[src/rtl/rxf_pkg.sv]
package rxf_pkg;
    typedef enum logic [1:0] {
        W_IDLE,
        W_FILL,
        W_STREAM,
        W_DROP
    } wr_state_e;

    typedef enum logic [1:0] {
        B_IDLE,
        B_REQ,
        B_XFER
    } burst_state_e;
endpackage

[src/rtl/rxf_mem.sv]
module rxf_mem #(
    parameter int DEPTH = 128,
    localparam int AW = $clog2(DEPTH)
) (
    input  logic          clk,
    input  logic          we,
    input  logic [AW-1:0] waddr,
    input  logic [7:0]    wdata,
    input  logic [AW-1:0] raddr,
    output logic [7:0]    rdata
);
    logic [7:0] store [DEPTH];

    always_ff @(posedge clk) begin
        if (we) begin
            store[waddr] <= wdata;
        end
    end

    assign rdata = store[raddr];
endmodule

[src/rtl/rxf_wr_ctl.sv]
module rxf_wr_ctl
    import rxf_pkg::*;
#(
    parameter int DEPTH   = 128,
    parameter int MIN_REL = 64,
    localparam int AW = $clog2(DEPTH),
    localparam int PW = AW + 1
) (
    input  logic          clk,
    input  logic          rst_n,
    input  logic          in_valid,
    input  logic          in_sof,
    input  logic          in_eof,
    input  logic          in_good,
    input  logic          hdr_hold,
    input  logic [PW-1:0] rd_ptr,
    output logic          mem_we,
    output logic [PW-1:0] wr_ptr,
    output logic [PW-1:0] lim_ptr,
    output logic [PW-1:0] commit_ptr,
    output logic          rb_valid,
    output logic [PW-1:0] rb_ptr,
    output logic          overflow
);
    wr_state_e     state_q, state_n;
    logic [PW-1:0] sof_ptr;
    logic          rel_q;
    logic [PW-1:0] occ, fcnt, frame_start, wp_inc;
    logic          full, starting, take, accept, ovf_now;
    logic          eof_now, bad_end, good_end;

    always_comb begin
        occ         = wr_ptr - rd_ptr;
        full        = (occ == PW'(DEPTH));
        starting    = (state_q == W_IDLE) && in_valid && in_sof;
        take        = in_valid && (starting || state_q == W_FILL || state_q == W_STREAM);
        accept      = take && !full;
        ovf_now     = take && full;
        frame_start = starting ? wr_ptr : sof_ptr;
        fcnt        = wr_ptr - sof_ptr;
        eof_now     = in_valid && in_eof && (take || state_q == W_DROP);
        bad_end     = eof_now && (!in_good || ovf_now || state_q == W_DROP);
        good_end    = eof_now && !bad_end;
        wp_inc      = wr_ptr + PW'(accept);
    end

    always_comb begin
        state_n = state_q;
        unique case (state_q)
            W_IDLE: begin
                if (starting) begin
                    if (eof_now)      state_n = W_IDLE;
                    else if (ovf_now) state_n = W_DROP;
                    else              state_n = W_FILL;
                end
            end
            W_FILL: begin
                if (eof_now)      state_n = W_IDLE;
                else if (ovf_now) state_n = W_DROP;
                else if (fcnt >= PW'(MIN_REL) && !hdr_hold) state_n = W_STREAM;
            end
            W_STREAM: begin
                if (eof_now)      state_n = W_IDLE;
                else if (ovf_now) state_n = W_DROP;
            end
            W_DROP: begin
                if (eof_now) state_n = W_IDLE;
            end
            default: state_n = W_IDLE;
        endcase
    end

    always_ff @(posedge clk) begin
        if (!rst_n) state_q <= W_IDLE;
        else        state_q <= state_n;
    end

    always_ff @(posedge clk) begin
        if (!rst_n) begin
            wr_ptr     <= '0;
            sof_ptr    <= '0;
            commit_ptr <= '0;
            rel_q      <= 1'b0;
            overflow   <= 1'b0;
        end else begin
            wr_ptr   <= bad_end ? frame_start : wp_inc;
            rel_q    <= (state_n == W_STREAM) || (rel_q && state_n == W_DROP);
            overflow <= overflow | ovf_now;
            if (starting) sof_ptr <= wr_ptr;
            if (good_end) commit_ptr <= wp_inc;
        end
    end

    always_comb begin
        mem_we   = accept;
        lim_ptr  = rel_q ? wr_ptr : commit_ptr;
        rb_valid = bad_end;
        rb_ptr   = frame_start;
    end
endmodule

[src/rtl/rxf_burst_ctl.sv]
module rxf_burst_ctl
    import rxf_pkg::*;
#(
    parameter int DEPTH = 128,
    localparam int AW = $clog2(DEPTH),
    localparam int PW = AW + 1
) (
    input  logic          clk,
    input  logic          rst_n,
    input  logic [PW-1:0] burst_size,
    input  logic [PW-1:0] lim_ptr,
    input  logic [PW-1:0] commit_ptr,
    input  logic [PW-1:0] wr_ptr,
    input  logic          rb_valid,
    input  logic [PW-1:0] rb_ptr,
    input  logic          dma_gnt,
    output logic          dma_req,
    output logic          rd_valid,
    output logic          rd_last,
    output logic [PW-1:0] rd_ptr
);
    burst_state_e  state_q, state_n;
    logic [PW-1:0] cnt_q;
    logic [PW-1:0] eff, avail, cav, blen;
    logic          flush, want, rb_hit;

    always_comb begin
        eff    = (burst_size == '0 || burst_size > PW'(DEPTH)) ? PW'(DEPTH) : burst_size;
        avail  = lim_ptr - rd_ptr;
        cav    = commit_ptr - rd_ptr;
        flush  = (cav != '0) && (cav <= avail);
        want   = (avail != '0) && ((avail >= eff) || flush);
        blen   = (avail < eff) ? avail : eff;
        rb_hit = rb_valid && ((rd_ptr - rb_ptr) <= (wr_ptr - rb_ptr));
    end

    always_comb begin
        state_n = state_q;
        unique case (state_q)
            B_IDLE: if (want && !rb_valid) state_n = B_REQ;
            B_REQ: begin
                if (rb_valid || !want) state_n = B_IDLE;
                else if (dma_gnt)      state_n = B_XFER;
            end
            B_XFER: begin
                if (rb_valid || cnt_q == PW'(1)) state_n = B_IDLE;
            end
            default: state_n = B_IDLE;
        endcase
    end

    always_ff @(posedge clk) begin
        if (!rst_n) state_q <= B_IDLE;
        else        state_q <= state_n;
    end

    always_ff @(posedge clk) begin
        if (!rst_n) begin
            rd_ptr <= '0;
            cnt_q  <= '0;
        end else begin
            if (rb_hit)                   rd_ptr <= rb_ptr;
            else if (state_q == B_XFER)   rd_ptr <= rd_ptr + PW'(1);
            if (state_q == B_REQ && state_n == B_XFER) cnt_q <= blen;
            else if (state_q == B_XFER)                cnt_q <= cnt_q - PW'(1);
        end
    end

    always_comb begin
        dma_req  = (state_q == B_REQ);
        rd_valid = (state_q == B_XFER);
        rd_last  = (state_q == B_XFER) && (cnt_q == PW'(1));
    end
endmodule

[src/rtl/rxf_dma_ctl.sv]
module rxf_dma_ctl #(
    parameter int DEPTH   = 128,
    parameter int MIN_REL = 64,
    localparam int AW = $clog2(DEPTH),
    localparam int PW = AW + 1
) (
    input  logic          clk,
    input  logic          rst_n,
    input  logic          in_valid,
    input  logic [7:0]    in_data,
    input  logic          in_sof,
    input  logic          in_eof,
    input  logic          in_good,
    input  logic          hdr_hold,
    input  logic [PW-1:0] burst_size,
    input  logic [PW-1:0] prio_thresh,
    output logic          dma_req,
    input  logic          dma_gnt,
    output logic          rd_valid,
    output logic [7:0]    rd_data,
    output logic          rd_last,
    output logic          rx_prio,
    output logic          overflow
);
    logic          mem_we, rb_valid;
    logic [PW-1:0] wr_ptr, rd_ptr, lim_ptr, commit_ptr, rb_ptr;
    logic [PW-1:0] occ;

    rxf_wr_ctl #(.DEPTH(DEPTH), .MIN_REL(MIN_REL)) u_wr (
        .clk        (clk),
        .rst_n      (rst_n),
        .in_valid   (in_valid),
        .in_sof     (in_sof),
        .in_eof     (in_eof),
        .in_good    (in_good),
        .hdr_hold   (hdr_hold),
        .rd_ptr     (rd_ptr),
        .mem_we     (mem_we),
        .wr_ptr     (wr_ptr),
        .lim_ptr    (lim_ptr),
        .commit_ptr (commit_ptr),
        .rb_valid   (rb_valid),
        .rb_ptr     (rb_ptr),
        .overflow   (overflow)
    );

    rxf_burst_ctl #(.DEPTH(DEPTH)) u_burst (
        .clk        (clk),
        .rst_n      (rst_n),
        .burst_size (burst_size),
        .lim_ptr    (lim_ptr),
        .commit_ptr (commit_ptr),
        .wr_ptr     (wr_ptr),
        .rb_valid   (rb_valid),
        .rb_ptr     (rb_ptr),
        .dma_gnt    (dma_gnt),
        .dma_req    (dma_req),
        .rd_valid   (rd_valid),
        .rd_last    (rd_last),
        .rd_ptr     (rd_ptr)
    );

    rxf_mem #(.DEPTH(DEPTH)) u_mem (
        .clk   (clk),
        .we    (mem_we),
        .waddr (wr_ptr[AW-1:0]),
        .wdata (in_data),
        .raddr (rd_ptr[AW-1:0]),
        .rdata (rd_data)
    );

    assign occ     = wr_ptr - rd_ptr;
    assign rx_prio = (occ > prio_thresh);
endmodule

[config.mk]
export PLATFORM = sky130hd
export DESIGN_NAME = rxf_dma_ctl
export DESIGN_NICKNAME = d
export VERILOG_FILES = /design/src/rtl/rxf_pkg.sv /design/src/rtl/rxf_mem.sv /design/src/rtl/rxf_wr_ctl.sv /design/src/rtl/rxf_burst_ctl.sv /design/src/rtl/rxf_dma_ctl.sv
export SDC_FILE = /design/constraint.sdc
export NUM_CORES = 1
export LEC_CHECK = 0
export ABC_AREA = 0
export CAP_MARGIN = 20
export CORE_MARGIN = 5
export CORE_UTILIZATION = 33
export CTS_BUF_LIST = sky130_fd_sc_hd__clkbuf_4
export CTS_CLUSTER_SIZE = 16
export DETAILED_ROUTE_END_ITERATION = 10
export GPL_TIMING_DRIVEN = 1
export PLACE_DENSITY = 0.46
export SETUP_SLACK_MARGIN = 0.05
export SLEW_MARGIN = 20
export SYNTH_ARGS = -nofsm -noshare
export SYNTH_HDL_FRONTEND = slang
export SYNTH_SLANG_ARGS = --single-unit
[constraint.sdc]
create_clock -name clk -period 7.4 [get_ports clk]
set_input_delay 1.48 -clock clk [delete_from_list [all_inputs] [get_ports clk]]
set_output_delay 1.48 -clock clk [all_outputs]
set_load 0.01 [all_outputs]
# Word-level counts from Yosys, hierarchy flattened
# Memory sizes are Yosys's and may differ from the RTL's. A register that Yosys moved wholly into a read port is not among the register bits.
# Cells that the tools add are included.
dict set report op_classes {
  n_eq_ne 10
  n_bitwise 1
  magnitude_cmp 7
  addsub 9
  n_reduce_logical 39
  muxes 28
}
# cell count
set op_table {}
lappend op_table {{$mux W8} 9}
lappend op_table {{$sub A8 B8 Y8} 6}
lappend op_table {{$mux W2} 13}
lappend op_table {{$logic_and A1 B1 Y1} 17}
lappend op_table {{$le A8 B8 Y1} 2}
lappend op_table {{$reduce_bool A8 Y1} 2}
lappend op_table {{$mux W7} 2}
lappend op_table {{$eq A2 B2 Y1 const B} 6}
lappend op_table {{$logic_or A1 B1 Y1} 10}
lappend op_table {{$add A8 B1 Y8} 1}
lappend op_table {{$add A8 B1 Y8 const B} 1}
lappend op_table {{$eq A8 B1 Y1 const B} 1}
lappend op_table {{$eq A8 B8 Y1 const B} 1}
lappend op_table {{$ge A8 B7 Y1 const B} 1}
lappend op_table {{$ge A8 B8 Y1} 1}
lappend op_table {{$gt A8 B8 Y1} 1}
lappend op_table {{$gt A8 B8 Y1 const B} 1}
lappend op_table {{$logic_not A8 Y1} 1}
lappend op_table {{$lt A8 B8 Y1} 1}
lappend op_table {{$pmux W2 S4} 1}
lappend op_table {{$sub A8 B1 Y8 const B} 1}
lappend op_table {{$pmux W2 S3} 1}
lappend op_table {{$logic_not A1 Y1} 5}
lappend op_table {{$eq A2 B1 Y1 const B} 2}
lappend op_table {{other kinds (4)} 7}
dict set report word_totals {
  mem_bits_rw 1024
  ff_bits 46
  inputBits 32
  n_memories 1
  output_inout_bits 13
  wordCells 104
}
# memory depth word_bits read_ports rd_ports_with_merged_regs write_ports line_no
set mem_list {}
lappend mem_list {u_mem.store 128 8 1 1 1 rxf_mem.sv:12} ;# logic [7:0] store [DEPTH];

# Depth between registers and ports, before layout
# Gate-level depths: netlist of the first run.
dict set report logic_depth {
  depth_word 17
  depth_mapped 22
}

# Hierarchy
# Synthesis of the first run repeated with hierarchy kept, for this count alone.
dict set report hier_totals {
  hier_cells 2328
  hier_area_um2 45041.9
}
# mod area_each_um2 instances cells_each
set modules_own_cells {}
lappend modules_own_cells {rxf_mem 39505.4 1 1627}
lappend modules_own_cells {rxf_burst_ctl 3081.7 1 395}
lappend modules_own_cells {rxf_wr_ctl 1936.9 1 238}
lappend modules_own_cells {rxf_dma_ctl 518.0 1 68}

# Worst setup path after synthesis of the first run
# OpenSTA, ideal clock, no wires.
dict set report synth_path {
  path_type {in2reg}
  from {input in_sof}
  to {register (tool-made name)}
  path_buffers 1
  arrival_ns 5.693
  path_slack_ns 1.622
  path_stages 19
  required_ns 7.315
  path_cell_list {nand2_1 nor2_1 mux2i_1 ha_1 nor2b_1 o21ai_0 a21boi_0 o21a_1 nor2_1 o21bai_1 a21oi_1 xnor2_1 ha_1 nand4_1 or2_2 a2111oi_4 buf_6 nor2_1 a211oi_2}
}
# item line_no
set synth_rtl {}
lappend synth_rtl {{start, declared} rxf_dma_ctl.sv:11} ;# input logic in_sof,

==> flow_summary_export.csv, run 1 <==
group,metric,value,unit
hold_path,hp-class,"reg -> reg",
placed_design,hpwl,71900,µm
critical_path,max_stage_delay,0.89,ns
global_routing,grt_pass1_wl,171000,µm
logic_synthesis,seq_area_frac_synth,71.3,%
routing,drt-wirelength-per-cell,26.4,µm
run,maxCapViolCount,0,
logic_synthesis,synth_seq_cells,1077,
cts,cts_made_buffers,307,
global_routing,grt_max_degree,101,
floorplan,ios,45,
logic_synthesis,synth_top_family_by_area,"multiplexers",
finish,syn_to_final_growth,14.1,%
routing,drtIter0Drc,1618,
cts,cts_resized,0,
logic_synthesis,synth_ff_type,"edfxtp_1",
power_and_ir_drop,p_int,13.1,mW
cts,clock-root-buffer,"clkbuf_4",
power_and_ir_drop,vdd_drop_max,0.480,mV
placed_design,place_ws,0.636,ns
critical_path,required,5.92,ns
power_and_ir_drop,power_switching,7.05,mW
critical_path,critical_path.top_delay_family,"multiplexers",
floorplan,die_w,378,µm
sta,clock_skew,0.0620,ns
floorplan,start_util,33.1,%
routing,routed-via-count,23000,
cts,cts_tree,"yes",
power_and_ir_drop,p_clk_share,25.9,%
logic_synthesis,synthArstFlopShare,0,%
sta,slew_headroom,27.4,%
logic_synthesis,yosys_warnings,0,
critical_path,reg2regPathDepth,19,
finish,drive_gt1_share,32.7,%
hold_path,hold_start,"u_wr.overflow$_SDFF_PN0_",
power_and_ir_drop,p_per_area,396,nW/µm²
logic_synthesis,netlist_area,44600,µm²
cts,clk_latency,1.21,ns
finish,fill_cells,12300,
critical_path,worst_ep_arrival_time,5.36,ns
sta,rsz0062_at_grt,"false",
logic_synthesis,synth.net_count,2339,
floorplan,die_area,143000,µm²
routing,viasPerCell,5.11,
sta,finalCriticalPeriod,6.84,ns
global_routing,grt_pass1_vias,24600,
routing,drtAntennaViolNets,0,
cts,path_clk_slew,0.06,ns
global_routing,gr-total-overflow,0,
finish,design_area,50900,µm²
sta,max_freq,0.146,GHz
logic_synthesis,synth-xor-area-share,1.00,%
critical_path,cpMostUsedCell,"mux4_2",
critical_path,end_kind,"output port",
finish,nNetsFinal,2627,
logic_synthesis,synth_edf_count,1024,
finish,multi_input_comb_area,12200,µm²
critical_path,path_depth,6,
finish,regArea,31800,µm²
critical_path,startpoint_type,"register",
placed_design,routabilityCongestion,0.768,
floorplan,coreArea,135000,µm²
placed_design,dpl_cell_area,47200,µm²
power_and_ir_drop,switching_share,34.9,%
critical_path,slowest_stage,"dfxtp_4",
global_routing,grt_use_total,16.8,%
cts,clock_sink_count,1077,
critical_path,r2r-start,"u_wr.state_q[0]$_SDFF_PN0_",
routing,routed_wl,118000,µm
logic_synthesis,synth_compound_area_share,2.47,%
finish,utilization,37.7,%
sta,slew_violations,0,
floorplan,rows,135,
logic_synthesis,synthMuxAreaShare,17.9,%
logic_synthesis,synth_adder_area_share,2.36,%
power_and_ir_drop,p_seq_share,35.4,%
logic_synthesis,synth_cell_types,74,
cts,clk_path_buf_depth,4,
cts,cts_setup_buffers,0,
floorplan,die_y,378,µm
status,outcome,"completed",
critical_path,cp_cell_sequence,"buf_4 -> mux4_2 -> mux4_2 -> mux4_2 -> mux2_2 -> clkdlybuf4s50_1",
logic_synthesis,postSynthCellCount,2226,
placed_design,io_buffers,44,
sta,timing.final.crit_share,92.4,%
logic_synthesis,syn-mean-instance-area,20.0,µm²
critical_path,r2r_slack,2.02,ns
sta,setup_ws,0.562,ns
global_routing,antenna_found_initial,8,
sta,hold_viol,0,
sta,tns,0,ns
sta,setup_viol,0,
sta,worst_slew_pin_slew,1.08,ns
critical_path,path_max_fanout,31,
routing,drcViolationCount,0,
logic_synthesis,yosys.area_share.simple,3.53,%
critical_path,crit_type,"reg -> out",
critical_path,cp_num_buf_inv,2,
power_and_ir_drop,p_comb_share,38.7,%
power_and_ir_drop,leakage,15.9,nW
cts,htreeDepth,5,
routing,drt-pass1-iter-count,5,
critical_path,crit_end,"rd_data[2]",
cts,cts_hold_buf,0,
## synthesized netlist by cell type (10+ instances only)
cell type,instances,share of area (%)
a211oi_1,26,0.44
edfxtp_1,1024,69
buf_2,28,0.31
dfxtp_1,53,2.4
nand2_1,35,0.29
mux2_2,15,0.38
nand4_1,10,0.14
xor2_1,20,0.39
xnor2_1,31,0.61
nand2b_1,16,0.22
mux2i_1,24,0.54
o21ai_0,22,0.25
inv_1,55,0.46
nor4_1,10,0.14
nor2b_1,17,0.24
ha_1,76,2.1
a21o_1,17,0.29
nand3_1,18,0.20
mux4_2,336,17
nor2_1,195,1.6
clkbuf_1,64,0.54
a21oi_1,32,0.36
## through the flow
step / hold WS (ns) / cells / power, mW
after global placement: 0.467 / 3986 / 15.1
after detailed placement: 0.480 / 3986 / 15.2
final: 0.479 / 4489 / 20.2
after global routing: 0.502 / 4486 / 21.5
after CTS: 0.493 / 4480 / 20.6
after floorplan: 0.474 / 2226 / 12.5
## tightest hold or removal path, cell delays in order (launching register included)
cell and delay (ns):
dfxtp_1 0.33, nor2_1 0.05, nor2_1 0.07
## sequential cells by signal, indices dropped and copies added, names as in the netlist, named ones only
name and count:
u_wr.state_q 2, u_burst.rd_ptr 8, u_wr.wr_ptr 8, u_wr.rel_q 1
u_burst.state_q 2, u_wr.sof_ptr 8, u_wr.commit_ptr 8, u_wr.overflow 1
u_mem.store 1024, u_burst.cnt_q 8
## worst min path at each step
stage / endpoint / slack, ns / cells past startpoint
after CTS: u_wr.overflow$_SDFF_PN0_ / 0.49 / 2
final: u_wr.overflow$_SDFF_PN0_ / 0.48 / 2
after global routing: u_wr.overflow$_SDFF_PN0_ / 0.50 / 2
after global placement: u_wr.overflow$_SDFF_PN0_ / 0.47 / 2
after detailed placement: u_wr.overflow$_SDFF_PN0_ / 0.48 / 2
after floorplan: u_burst.cnt_q[1]$_SDFFE_PN0P_ / 0.47 / 2
## layer usage
layer  up-vias  track usage, %  wire length, µm
met3       171            4.57             7370
met2       715            27.5            58100
met5         -               0                0
li1       9929               -                -
met4         0            4.19             1940
met1     12100            22.3            51000
## power by group through the flow
stage	Sequential [mW]	Clock (mW)	Combinational (mW)
floorplan	6.99	0	5.47
global placement	7.28	0	7.82
detailed placement	7.28	0	7.93
CTS	7.15	5.44	7.96
global route	7.17	5.80	8.50
finish	7.14	5.23	7.80
## cells by family after synthesis
family	after synthesis
fa+ha+maj	81
xor+xnor	51
compound gates	143
flops	1077
simple gates	340
buf+inv	159
mux	375
## area by class of cell
type | instances | area share, %
inverter | 55 | 0.406
antenna | 9 | 0.0443
sequential | 1077 | 62.5
clock buffer | 446 | 6.58
timing repair buffer | 83 | 1.64
multi-input combinational | 990 | 23.9
clock inverter | 48 | 0.516
tap | 1781 | 4.38
## cells in the final DEF, fill, tap and decap left out, types with 5 or more instances in the layout
master and instances:
edfxtp_1 1024, clkbuf_4 446, mux4_2 336, nor2_1 195, ha_1 76, inv_1 55, dfxtp_1 49, clkinv_1 38
clkdlybuf4s50_1 36, buf_4 36, nand2_1 33, a21oi_1 32, xnor2_1 31, a211oi_1 26, mux2i_1 24, o21ai_0 22
xor2_1 20, nand3_1 18, a21o_1 17, nor2b_1 17, nand2b_1 16, mux2_2 15, nor4_1 10, nand4_1 10
diode_2 9, nor3_1 9, buf_12 9, fa_1 5
No activity file was read; power rests on OpenSTA's default activity.
==> inputs of run 2 (changes only) <==
- CORE_UTILIZATION: 33 -> 40
- PLACE_DENSITY: 0.46 -> 0.54
==> run 2 against run 1 <==
Die area is 17% lower. Sequential power about the same. Total power is 2.6% lower. Sequential cell count unchanged.
==> flow_summary_export.csv, run 2 (same netlist as run 1, synthesis figures left out) <==
group,metric,value,unit
cts,clock-root-buffer,"clkbuf_4",
power_and_ir_drop,vdd_drop_max,0.718,mV
power_and_ir_drop,leakage,15.6,nW
critical_path,startpoint_type,"register",
cts,cts_setup_buffers,0,
finish,layout_common_cells,"edfxtp_1 (1024), clkbuf_4 (384), mux4_2 (336)",
sta,setup_viol,0,
global_routing,grt_use_total,18.9,%
critical_path,worst_ep_arrival_time,4.99,ns
cts,clock_sink_count,1077,
routing,drcViolationCount,0,
finish,syn_to_final_growth,12.3,%
routing,drt-pass1-iter-count,5,
cts,cts_tree,"yes",
placed_design,hpwl,67200,µm
finish,layout_commonest_cell,"edfxtp_1",
floorplan,coreArea,111000,µm²
critical_path,required,5.92,ns
routing,routed_wl,111000,µm
status,outcome,"completed",
routing,drtAntennaViolNets,0,
cts,cts_resized,0,
routing,routed-via-count,22800,
cts,clk_latency,1.16,ns
critical_path,end_kind,"output port",
sta,max_freq,0.155,GHz
sta,slew_headroom,28.2,%
cts,path_clk_slew,0.07,ns
finish,nNetsFinal,2608,
floorplan,start_util,40.3,%
finish,top_register,"u_mem.store",
finish,fill_cells,9465,
sta,timing.final.crit_share,87.5,%
sta,rsz0062_at_grt,"false",
routing,drtIter0Drc,1993,
placed_design,place_ws,0.682,ns
critical_path,crit_type,"reg -> out",
floorplan,ios,45,
finish,final_cells,4136,
global_routing,grt_pass1_vias,24400,
sta,finalCriticalPeriod,6.47,ns
sta,clock_skew,0.133,ns
global_routing,gr-total-overflow,0,
cts,cts_made_buffers,290,
placed_design,dp.cells,3691,
floorplan,die_w,344,µm
finish,drive_gt1_share,31.4,%
critical_path,path_max_fanout,49,
cts,htreeDepth,5,
global_routing,grt_max_degree,101,
cts,cts_hold_buf,0,
global_routing,antenna_found_initial,5,
cts,clk_path_buf_depth,4,
finish,largest_reg_flops,1024,
run,maxCapViolCount,0,
sta,setup_ws,0.929,ns
sta,hold_viol,0,
floorplan,die_y,344,µm
routing,drt-wirelength-per-cell,26.7,µm
placed_design,routabilityCongestion,0.810,
sta,worst_slew_pin_slew,1.08,ns
placed_design,io_buffers,44,
global_routing,grt_pass1_wl,162000,µm
floorplan,rows,122,
floorplan,die_area,118000,µm²
sta,slew_violations,0,
sta,tns,0,ns
routing,viasPerCell,5.51,
power_and_ir_drop,p_per_area,392,nW/µm²
hold_path,hp-class,"reg -> reg",
-- run 2: report_power, final --
group          switching [mW]  internal [mW]  leakage [nW]
clock                    2.27           2.52          1.94
combinational            4.25           3.48          4.06
sequential              0.333           6.80          9.63
total                    6.85           12.8          15.6
-- run 2: layer usage --
layer	GRT usage (%)	part of all wire, %	up-vias
met5	0	0	-
met4	5.45	1.9	0
met3	5.52	7.5	155
met2	30.0	48	759
met1	25.8	43	12000
li1	-	-	9855
-- run 2: critical path: stages, from the launching register on --
cell	delay, ns
dfxtp_4	0.94
buf_4	0.53
mux4_2	0.41
mux4_2	0.55
mux4_2	0.60
mux2_2	0.37
clkdlybuf4s50_1	0.50
-- run 2: final timing paths --
check                                                    start                     endpoint  slack (ns)  cells after the start
worst max register to register  u_burst.rd_ptr[1]$_SDFFE_PN0N_  u_mem.store[6][7]$_DFFE_PP_        2.02                     11
worst min-delay path                  u_wr.overflow$_SDFF_PN0_     u_wr.overflow$_SDFF_PN0_        0.47                      2
worst min register to register        u_wr.overflow$_SDFF_PN0_     u_wr.overflow$_SDFF_PN0_        0.47                      2
worst max-delay path                                  register                   rd_data[5]        0.93                      6
-- run 2: cell type report --
class	instances	area [µm²]	share of cell area, %
diodes	2	5.00	0.00999
clock buffers	384	2880	5.76
clock inverters	59	338	0.674
inverters	55	206	0.412
multi-input cells	990	12200	24.3
flip-flops and latches	1077	31800	63.5
well taps	1488	1860	3.72
repair buffers	81	802	1.60
-- run 2: through the flow --
step           hold WS, ns  total power [mW]  utilization (%)  cell area (µm²)
2_1_floorplan        0.474              12.5                -            44600
3_3_place_gp         0.463              14.9             42.3            46900
3_5_place_dp         0.464              15.0             42.3            46900
4_1_cts              0.481              19.9             45.2            50100
5_1_grt              0.529              20.8             45.3            50100
6_report             0.473              19.7             45.3            50100
